<file path="src/rtl/triac_pkg.sv">
package triac_pkg;

  typedef enum logic [1:0] {
    PH_IDLE  = 2'd0,
    PH_COUNT = 2'd1,
    PH_PULSE = 2'd2
  } phase_t;

  typedef struct packed {
    logic loadCount;
    logic decCount;
    logic loadWidth;
    logic decWidth;
    logic adopt;
    logic gateSet;
    logic gateClr;
  } ctrlStrobe_t;

endpackage

</file>
<file path="src/rtl/triac_tick_gen.sv">
module triac_tick_gen #(
  parameter int TICK_DIV = 1280
) (
  input  logic clk,
  input  logic rstN,
  output logic tick
);
  localparam int PRE_W = (TICK_DIV > 2) ? $clog2(TICK_DIV) : 1;
  localparam logic [PRE_W-1:0] LAST = PRE_W'(TICK_DIV - 1);

  logic [PRE_W-1:0] preCnt;

  generate
    if (TICK_DIV == 1) begin : g_every
      assign tick = 1'b1;
      always_ff @(posedge clk) preCnt <= '0;
    end else begin : g_div
      assign tick = (preCnt == LAST);
      always_ff @(posedge clk) begin
        if (!rstN)      preCnt <= '0;
        else if (tick)  preCnt <= '0;
        else            preCnt <= preCnt + 1'b1;
      end
      assert_tick_period_R2: assert property (@(posedge clk) disable iff (!rstN)
        tick |=> !tick);
    end
  endgenerate

endmodule

</file>
<file path="src/rtl/triac_datapath.sv">
module triac_datapath
  import triac_pkg::*;
#(
  parameter int DELAY_W     = 16,
  parameter int PULSE_TICKS = 1
) (
  input  logic               clk,
  input  logic               rstN,
  input  logic               tick,
  input  logic               syncIn,
  input  logic               wrEn,
  input  logic [DELAY_W-1:0] wrDelay,
  input  logic [1:0]         wrMode,
  input  logic               wrInvert,
  input  ctrlStrobe_t        strobe,
  output logic               qualEdge,
  output logic               countZero,
  output logic               widthLast,
  output logic               gateOut,
  output logic               updatePending
);
  localparam int WID_W = (PULSE_TICKS > 1) ? $clog2(PULSE_TICKS) : 1;
  localparam logic [WID_W-1:0] WID_LOAD = WID_W'(PULSE_TICKS - 1);

  logic               syncMeta, syncSafe, syncPrev;
  logic [DELAY_W-1:0] stagedDelay, activeDelay, countVal;
  logic [WID_W-1:0]   widthCnt;
  logic [1:0]         modeReg;
  logic               invertReg, pendingFlag, gateActive;
  logic               riseSeen, fallSeen;

  // Two-flop synchronizer, then sampling at tick boundaries
  always_ff @(posedge clk) begin
    if (!rstN) begin
      syncMeta <= 1'b0;
      syncSafe <= 1'b0;
      syncPrev <= 1'b0;
    end else begin
      syncMeta <= syncIn;
      syncSafe <= syncMeta;
      if (tick) syncPrev <= syncSafe;
    end
  end

  assign riseSeen = tick && syncSafe && !syncPrev;
  assign fallSeen = tick && !syncSafe && syncPrev;
  assign qualEdge = (riseSeen && modeReg[0]) || (fallSeen && modeReg[1]);

  // Configuration: mode and polarity immediate, delay staged
  always_ff @(posedge clk) begin
    if (!rstN) begin
      stagedDelay <= '0;
      activeDelay <= '0;
      modeReg     <= 2'b01;
      invertReg   <= 1'b0;
      pendingFlag <= 1'b0;
    end else begin
      if (strobe.adopt && pendingFlag) activeDelay <= stagedDelay;
      if (wrEn) begin
        stagedDelay <= wrDelay;
        modeReg     <= wrMode;
        invertReg   <= wrInvert;
        pendingFlag <= 1'b1;
      end else if (strobe.adopt) begin
        pendingFlag <= 1'b0;
      end
    end
  end

  // Delay and width counters
  always_ff @(posedge clk) begin
    if (!rstN) begin
      countVal <= '0;
      widthCnt <= '0;
    end else begin
      if (strobe.loadCount)     countVal <= pendingFlag ? stagedDelay : activeDelay;
      else if (strobe.decCount) countVal <= countVal - 1'b1;
      if (strobe.loadWidth)     widthCnt <= WID_LOAD;
      else if (strobe.decWidth) widthCnt <= widthCnt - 1'b1;
    end
  end

  assign countZero = (countVal == '0);
  assign widthLast = (widthCnt == '0);

  always_ff @(posedge clk) begin
    if (!rstN)               gateActive <= 1'b0;
    else if (strobe.gateClr) gateActive <= 1'b0;
    else if (strobe.gateSet) gateActive <= 1'b1;
  end

  assign gateOut       = gateActive ^ invertReg;
  assign updatePending = pendingFlag;

  assert_count_no_underflow_R4: assert property (@(posedge clk) disable iff (!rstN)
    strobe.decCount |-> countVal != '0);
  assert_width_no_underflow_R5: assert property (@(posedge clk) disable iff (!rstN)
    strobe.decWidth |-> widthCnt != '0);
  assert_gate_on_tick_R2: assert property (@(posedge clk) disable iff (!rstN)
    !$stable(gateActive) |-> $past(tick));
  assert_fire_at_zero_R4: assert property (@(posedge clk) disable iff (!rstN)
    $rose(gateActive) |-> $past(countVal == '0));
  assert_pending_set_R7: assert property (@(posedge clk) disable iff (!rstN)
    $rose(pendingFlag) |-> $past(wrEn));
  assert_pending_clear_R8: assert property (@(posedge clk) disable iff (!rstN)
    $fell(pendingFlag) |-> $past(strobe.adopt && qualEdge));

endmodule

</file>
<file path="src/rtl/triac_control.sv">
module triac_control
  import triac_pkg::*;
(
  input  logic        clk,
  input  logic        rstN,
  input  logic        tick,
  input  logic        qualEdge,
  input  logic        countZero,
  input  logic        widthLast,
  output ctrlStrobe_t strobe
);
  phase_t phase, phaseNext;

  always_comb begin
    phaseNext = phase;
    strobe    = '0;
    if (qualEdge) begin
      // new qualifying edge always restarts the cycle
      phaseNext        = PH_COUNT;
      strobe.loadCount = 1'b1;
      strobe.adopt     = 1'b1;
      strobe.gateClr   = 1'b1;
    end else if (tick) begin
      unique case (phase)
        PH_COUNT: begin
          if (countZero) begin
            phaseNext        = PH_PULSE;
            strobe.gateSet   = 1'b1;
            strobe.loadWidth = 1'b1;
          end else begin
            strobe.decCount = 1'b1;
          end
        end
        PH_PULSE: begin
          if (widthLast) begin
            phaseNext      = PH_IDLE;
            strobe.gateClr = 1'b1;
          end else begin
            strobe.decWidth = 1'b1;
          end
        end
        default: phaseNext = PH_IDLE;
      endcase
    end
  end

  always_ff @(posedge clk) begin
    if (!rstN) phase <= PH_IDLE;
    else       phase <= phaseNext;
  end

  assert_pulse_from_count_R4: assert property (@(posedge clk) disable iff (!rstN)
    (phase == PH_PULSE && $past(phase) != PH_PULSE) |-> $past(phase == PH_COUNT && countZero));
  assert_restart_no_fire_R9: assert property (@(posedge clk) disable iff (!rstN)
    qualEdge |=> phase == PH_COUNT);
  assert_single_strobe_R5: assert property (@(posedge clk) disable iff (!rstN)
    $onehot0({strobe.gateSet, strobe.gateClr}));

endmodule

</file>
<file path="src/rtl/triac_phase_timer.sv">
module triac_phase_timer
  import triac_pkg::*;
#(
  parameter int TICK_DIV    = 1280,
  parameter int DELAY_W     = 16,
  parameter int PULSE_TICKS = 1
) (
  input  logic               clk,
  input  logic               rstN,
  input  logic               syncIn,
  input  logic               wrEn,
  input  logic [DELAY_W-1:0] wrDelay,
  input  logic [1:0]         wrMode,
  input  logic               wrInvert,
  output logic               gateOut,
  output logic               updatePending
);
  logic        tick, qualEdge, countZero, widthLast;
  ctrlStrobe_t strobe;

  triac_tick_gen #(.TICK_DIV(TICK_DIV)) uTick (
    .clk(clk), .rstN(rstN), .tick(tick)
  );

  triac_datapath #(.DELAY_W(DELAY_W), .PULSE_TICKS(PULSE_TICKS)) uData (
    .clk(clk), .rstN(rstN), .tick(tick), .syncIn(syncIn),
    .wrEn(wrEn), .wrDelay(wrDelay), .wrMode(wrMode), .wrInvert(wrInvert),
    .strobe(strobe), .qualEdge(qualEdge), .countZero(countZero),
    .widthLast(widthLast), .gateOut(gateOut), .updatePending(updatePending)
  );

  triac_control uCtrl (
    .clk(clk), .rstN(rstN), .tick(tick), .qualEdge(qualEdge),
    .countZero(countZero), .widthLast(widthLast), .strobe(strobe)
  );

endmodule

</file>
<file path="config.mk">
export PLATFORM = sky130hd
export DESIGN_NAME = triac_phase_timer
export DESIGN_NICKNAME = d
export VERILOG_FILES = /design/src/rtl/triac_pkg.sv /design/src/rtl/triac_tick_gen.sv /design/src/rtl/triac_datapath.sv /design/src/rtl/triac_control.sv /design/src/rtl/triac_phase_timer.sv
export SDC_FILE = /design/constraint.sdc
export NUM_CORES = 1
export LEC_CHECK = 0
export ABC_AREA = 1
export ABC_CLOCK_PERIOD_IN_PS = 2190
export BUFFER_PORTS_ARGS = -buffer_cell sky130_fd_sc_hd__buf_2
export CORE_UTILIZATION = 40
export DETAILED_ROUTE_END_ITERATION = 10
export GPL_TIMING_DRIVEN = 1
export RECOVER_POWER = 100
export SLEW_MARGIN = 20
export SYNTH_ARGS = -nofsm -noshare
export SYNTH_HDL_FRONTEND = slang
export SYNTH_SLANG_ARGS = --single-unit
export TNS_END_PERCENT = 10
</file>
<file path="constraint.sdc">
create_clock -name clk -period 2.19 [get_ports clk]
set_clock_uncertainty 0.15 [all_clocks]
set_input_delay 0.3285 -clock clk [delete_from_list [all_inputs] [get_ports clk]]
set_output_delay 0.3285 -clock clk [all_outputs]
set_load 0.05 [all_outputs]
</file>
# == Yosys cells after proc, flatten, opt, wreduce, memory -nomap -nowiden ==
# Index checks and enable logic that the tools add are counted.
# totals
regBits,70
latchBits,0
ramBits,0
romBits,0
input_bits,23
output_inout_bits,2
wordCells,70
n_memories,0
# op_classes
add_sub_neg,3
multipliers,0
n_div,0
n_lt_le_gt_ge,0
n_eq_ne,7
shifts,0
mux,24
bitwise,2
n_reduce_logical,20
# op_table
op,count
two-way mux 16 bit,3
zero test 16 bit,1
"subtractor 16 x 1 -> 16 bit, second input constant",1
two-way mux 1 bit,14
"adder 11 x 1 -> 11 bit, second input constant",1
"== test 11 bit, second input constant",1
two-way mux 2 bit,4
OR reduction 2 bit,4
logical AND 1 bit,7
two-way mux 3 bit,2
"inequality test 3 bit, second input constant",2
AND reduction 3 bit,2
nonzero test 2 bit,3
"inequality test 2 bit, second input constant",2
case mux 2 bit (2 select lines),1
"== test 2 x 1 -> 1 bit, second input constant",1
"== test 2 bit, second input constant",1
zero test 1 bit,2
logical OR 1 bit,1
inverter 1 bit,1
"subtractor 1 bit, second input constant",1
bitwise XOR 1 bit,1

# == Longest topological paths before layout ==
# depth
ltp_word,8
mapped_depth,12
mapped_depth_nobuf,11

# == Cells and area by module ==
# From an unflattened synthesis, not the netlist that was laid out.
# hier_totals
cells_unflattened,506
area_unflattened_um2,3399.5
# modules_own_cells
module,instances,cells_per_inst,area_each_um2,seq_area_each_um2
triac_datapath,1,401,2691.3,1141.1
triac_tick_gen,1,78,535.5,220.2
triac_control,1,27,172.7,40.0

# == Worst setup path after synthesis ==
# No wires, ideal clock.
# synth_path
kind,register to register
startpoint,register uData.pendingFlag (netlist: uData.updatePending)
endpoint,register uData.activeDelay[12]
setup_ps,132
t_arrival_ps,1744
required_time_ps,1908
slack_ps,164
stages_incl_launch_ff,8
n_path_buf,2
synth_period_minus_slack_ps,2026
cell_sequence,dfxtp_1 > buf_2 > clkinv_1 > nor2_4 > inv_2 > buf_4 > nand2_1 > a21oi_1
# synth_between
elab_chain_len,1
# synth_rtl
item,line_no,text
start: declaration,triac_datapath.sv:29,"logic invertReg, pendingFlag, gateActive;"
start signal: assignment,triac_datapath.sv:56,pendingFlag <= 1'b0;
start signal: assignment,triac_datapath.sv:63,pendingFlag <= 1'b1;
start signal: assignment,triac_datapath.sv:65,pendingFlag <= 1'b0;
logical AND 1 bit,triac_datapath.sv:58,if (strobe.adopt && pendingFlag) activeDelay <= stagedDelay;
end signal: assignment,triac_datapath.sv:58,
end: declaration,triac_datapath.sv:26,"logic [DELAY_W-1:0] stagedDelay, activeDelay, countVal;"
# Every way passes these cells.
# A chain may end at the register's enable or synchronous reset.

# == Worst setup path in the final report ==
# layout_path
startpoint,register uTick.preCnt[0]
endpoint,register uData.countVal[5]
# layout_between
elab_chain_len,7
word_cells_on_any_way,13
cone_classes,1 x eq/ne; 4 x mux; 8 x reduce/logical
# layout_rtl
item,line_no,text
start: declaration,triac_tick_gen.sv:11,logic [PRE_W-1:0] preCnt;
start signal: assignment,triac_tick_gen.sv:22,else preCnt <= preCnt + 1'b1;
== test 11 bit (*),triac_tick_gen.sv:18,assign tick = (preCnt == LAST);
"logical AND 1 bit, on equally long branches (2 in series)","triac_datapath.sv:45, triac_datapath.sv:46",
logical AND 1 bit,triac_datapath.sv:47,assign qualEdge = (riseSeen && modeReg[0]) || (fallSeen && modeReg[1]);
logical OR 1 bit,triac_datapath.sv:47,
two-way mux 1 bit / two-way mux 3 bit (equally long branches),triac_control.sv:17,if (qualEdge) begin
two-way mux 16 bit / nonzero test 2 bit (equally long branches),-,
end signal: assignment,triac_datapath.sv:76,if (strobe.loadCount) countVal <= pendingFlag ? stagedDelay : activeDelay;
end signal: assignment,triac_datapath.sv:77,else if (strobe.decCount) countVal <= countVal - 1'b1;
end: declaration,triac_datapath.sv:26,
# Every way passes the cells marked *; elsewhere a longest branch is shown, timed or not.

==> out/metrics.cfg <==
[routing]
drt_iter0_drc = 193
detail_route.wl_per_cell_um = 11.6
drcViolationCount = 0
detail-route-antenna-nets = 0
viasPerCell = 4.85
num_vias = 3067
wl_um = 7330
first_pass_iters = 5

[global_routing]
grt_max_degree = 31
grt_use_met2 = 0.283
antenna_found_initial = 0
track_usage = 0.185
use_met1 = 0.259
grt.busiest_layer = met2
grt_first_pass_wirelength_um = 12600
grt.overflow.total = 0
use_met3 = 0.0366
grt_pass1_vias = 2719

[critical_path]
worstRegToRegCells = 11
cp_max_fo = 16
slowest_stage = dfxtp_1
cp.required_ns = 2.27
r2r_end = uData.countVal[5]$_SDFFE_PN0P_
path_buf_inv = 1
regToRegStartpoint = uTick.preCnt[0]$_SDFF_PP0_
reg2reg_slack_ns = 0.11
setup.worst_path.class = reg2reg
end_kind = flop
critPathTopFamily = simple AND/OR/NAND/NOR gates
cpPeakStageDelay_ns = 0.36
startpoint_type = flop
path_cells = ha_1 > nand2_1 > nor2_2 > nand2_2 > nor2_4 > nand2_2 > buf_12 > nand3_1 > nand3_1 > nor2_1 > nor2_1
cp.arrival_ns = 2.16

[floorplanning]
rows = 32
io_pins = 25
die-area_um2 = 8740
start_util = 0.422
fp.dieW_um = 93.5
die_h_um = 93.5
core_area_um2 = 7930

[timing]
setup_viol = 0
rsz0062_at_grt = true
hold_viol_final = 0
min_period_ns = 2.08
slew_violations = 0
maxSlewHeadroom = 0.569
setup_ws_ns = 0.114
clock.fmax_mhz = 482
fin_crit_sh = 0.948
tightest_slew_ns = 0.647

[placed_design]
place_inst = 617
finalWeightedCongestion = 0.857
placed_cell_area_um2 = 3570
place_ws_ns = 0.0834
io_buffers = 24
hpwl_um = 5300

[clock_tree]
clock_latency_ns = 0.34
cts_hold_repair.buffers = 0
numCtsBuffers = 9
clock-sinks = 70
htree_levels = 3
cts_resized = 0
post_cts_buffers = 0
cts_tree = done
cts_buffer_depth = 2
clk_pin_slew_ns = 0.08
root_buffer = clkbuf_8

[final_layout]
final_common_cell = nand2_1
final_nets = 552
diodes = 0
final_cell_mix = 138 x nand2_1, 109 x nor2_1, 70 x dfxtp_1, 35 x nand3_1, 33 x inv_1
area_delta_synth_final_pct = 14.1
fin_area_um2 = 3820
stdcell_count = 633
nFillCells = 786
drive_gt1_frac = 0.102

[run_status]
outcome = finished clean

[flow_run]
cap_violations = 0

[pwr]
leakage_uw = 0.00180
p_sw_frac = 0.224
peakVddDrop_uv = 380
seqPwrFrac = 0.478
power_per_cell_area_nw_per_um2 = 724
clkPwrFrac = 0.477
p_comb_frac = 0.046
p_switching_uw = 620
p_int_uw = 2140

[yosys]
netlist_area_um2 = 3350
synthFlopType = dfxtp_1
synth_seq_cells = 70
synthArstFlopShare = 0
synth_area_per_cell_um2 = 6.65
synth_nets = 529
ys_seq_area_frac = 0.419
synth_edf_count = 0
synth.distinct_cells = 28
synthCells = 503
synth_warnings = 0

[min_path]
worstHoldStart = syncIn
min_path_cells = 3
hold_path.class = in2reg
holdPathEnd = uData.syncMeta$_SDFF_PN0_

synth_stat cells (3+ instances only):
cell type | number | area share
xor2_1 | 7 | 0.018
nand3_1 | 35 | 0.052
ha_1 | 3 | 0.011
nand2_1 | 139 | 0.16
nor3_1 | 3 | 0.0045
a21oi_1 | 22 | 0.033
buf_4 | 3 | 0.0067
inv_1 | 33 | 0.037
nor3b_1 | 3 | 0.0067
o21ai_0 | 23 | 0.034
nand4_1 | 18 | 0.034
dfxtp_1 | 70 | 0.42
buf_2 | 6 | 0.0090
clkbuf_1 | 10 | 0.011
nor2_1 | 109 | 0.12
worst max-delay path by stage:
stage,from,endpoint,cells past startpoint
after floorplan,uData.updatePending$_SDFFE_PN0P_,uData.activeDelay[12]$_SDFFE_PN0P_,7
after global placement,uTick.preCnt[0]$_SDFF_PP0_,uTick.preCnt[10]$_SDFF_PP0_,9
after detailed placement,uTick.preCnt[0]$_SDFF_PP0_,uTick.preCnt[10]$_SDFF_PP0_,9
after CTS,uTick.preCnt[0]$_SDFF_PP0_,uTick.preCnt[10]$_SDFF_PP0_,9
after global routing,uTick.preCnt[0]$_SDFF_PP0_,uData.countVal[4]$_SDFFE_PN0P_,11
final,uTick.preCnt[0]$_SDFF_PP0_,uData.countVal[5]$_SDFFE_PN0P_,11
stage by stage:
stage	TNS (ns)	hold WS (ns)	utilization	power (uW)
after global routing	-0.203	0.0130	0.482	2870
after detailed placement	0	0.245	0.451	1480
after floorplan	0	0.240	-	1430
final	0	0.0188	0.482	2760
after global placement	0	0.246	0.451	1480
after CTS	0	0.00708	0.483	2800
routing by layer:
metal / routed length [um] / vias up
met3: 272 / 6
met1: 3910 / 1345
met4: 82 / 0
met2: 3070 / 66
li1: - / 1650
met5: 0 / -
worst min-delay path, cell delays in order:
cell	delay [ns]
buf_2	0.07
nand2_1	0.04
inv_1	0.04
power by group through the flow:
stage          registers, uW  clock network, uW  logic [uW]
2_1_floorplan           1350                  0        78.5
3_3_place_gp            1350                  0         126
3_5_place_dp            1350                  0         128
4_1_cts                 1320               1350         128
5_1_grt                 1320               1400         145
6_report                1320               1320         126
kinds of logic after synthesis:
family / Yosys count / share of synthesized area
buf+inv: 57 / 0.0740
simple gates: 316 / 0.399
fa+ha+maj: 3 / 0.0112
flops: 70 / 0.419
compound gates: 48 / 0.0733
xor+xnor: 9 / 0.0236
registers in the layout (all words and copies together) (netlist names):
name	cells
uData.stagedDelay	16
uData.widthCnt	1
uData.activeDelay	16
uData.countVal	16
uData.updatePending	1
uTick.preCnt	11
uData.modeReg	2
uData.syncPrev	1
uData.gateActive	1
uCtrl.phase	2
uData.syncSafe	1
uData.invertReg	1
uData.syncMeta	1
area by class of cell:
cell class,instances,area [um^2],area share
multi-input cells,376,1700,0.445
flip-flops and latches,70,1400,0.367
repair buffers,33,199,0.0521
clock buffers,10,138,0.0361
inverters,36,135,0.0354
well taps,102,128,0.0334
clock inverters,6,116,0.0305
Power figures use the tool's default switching activity.
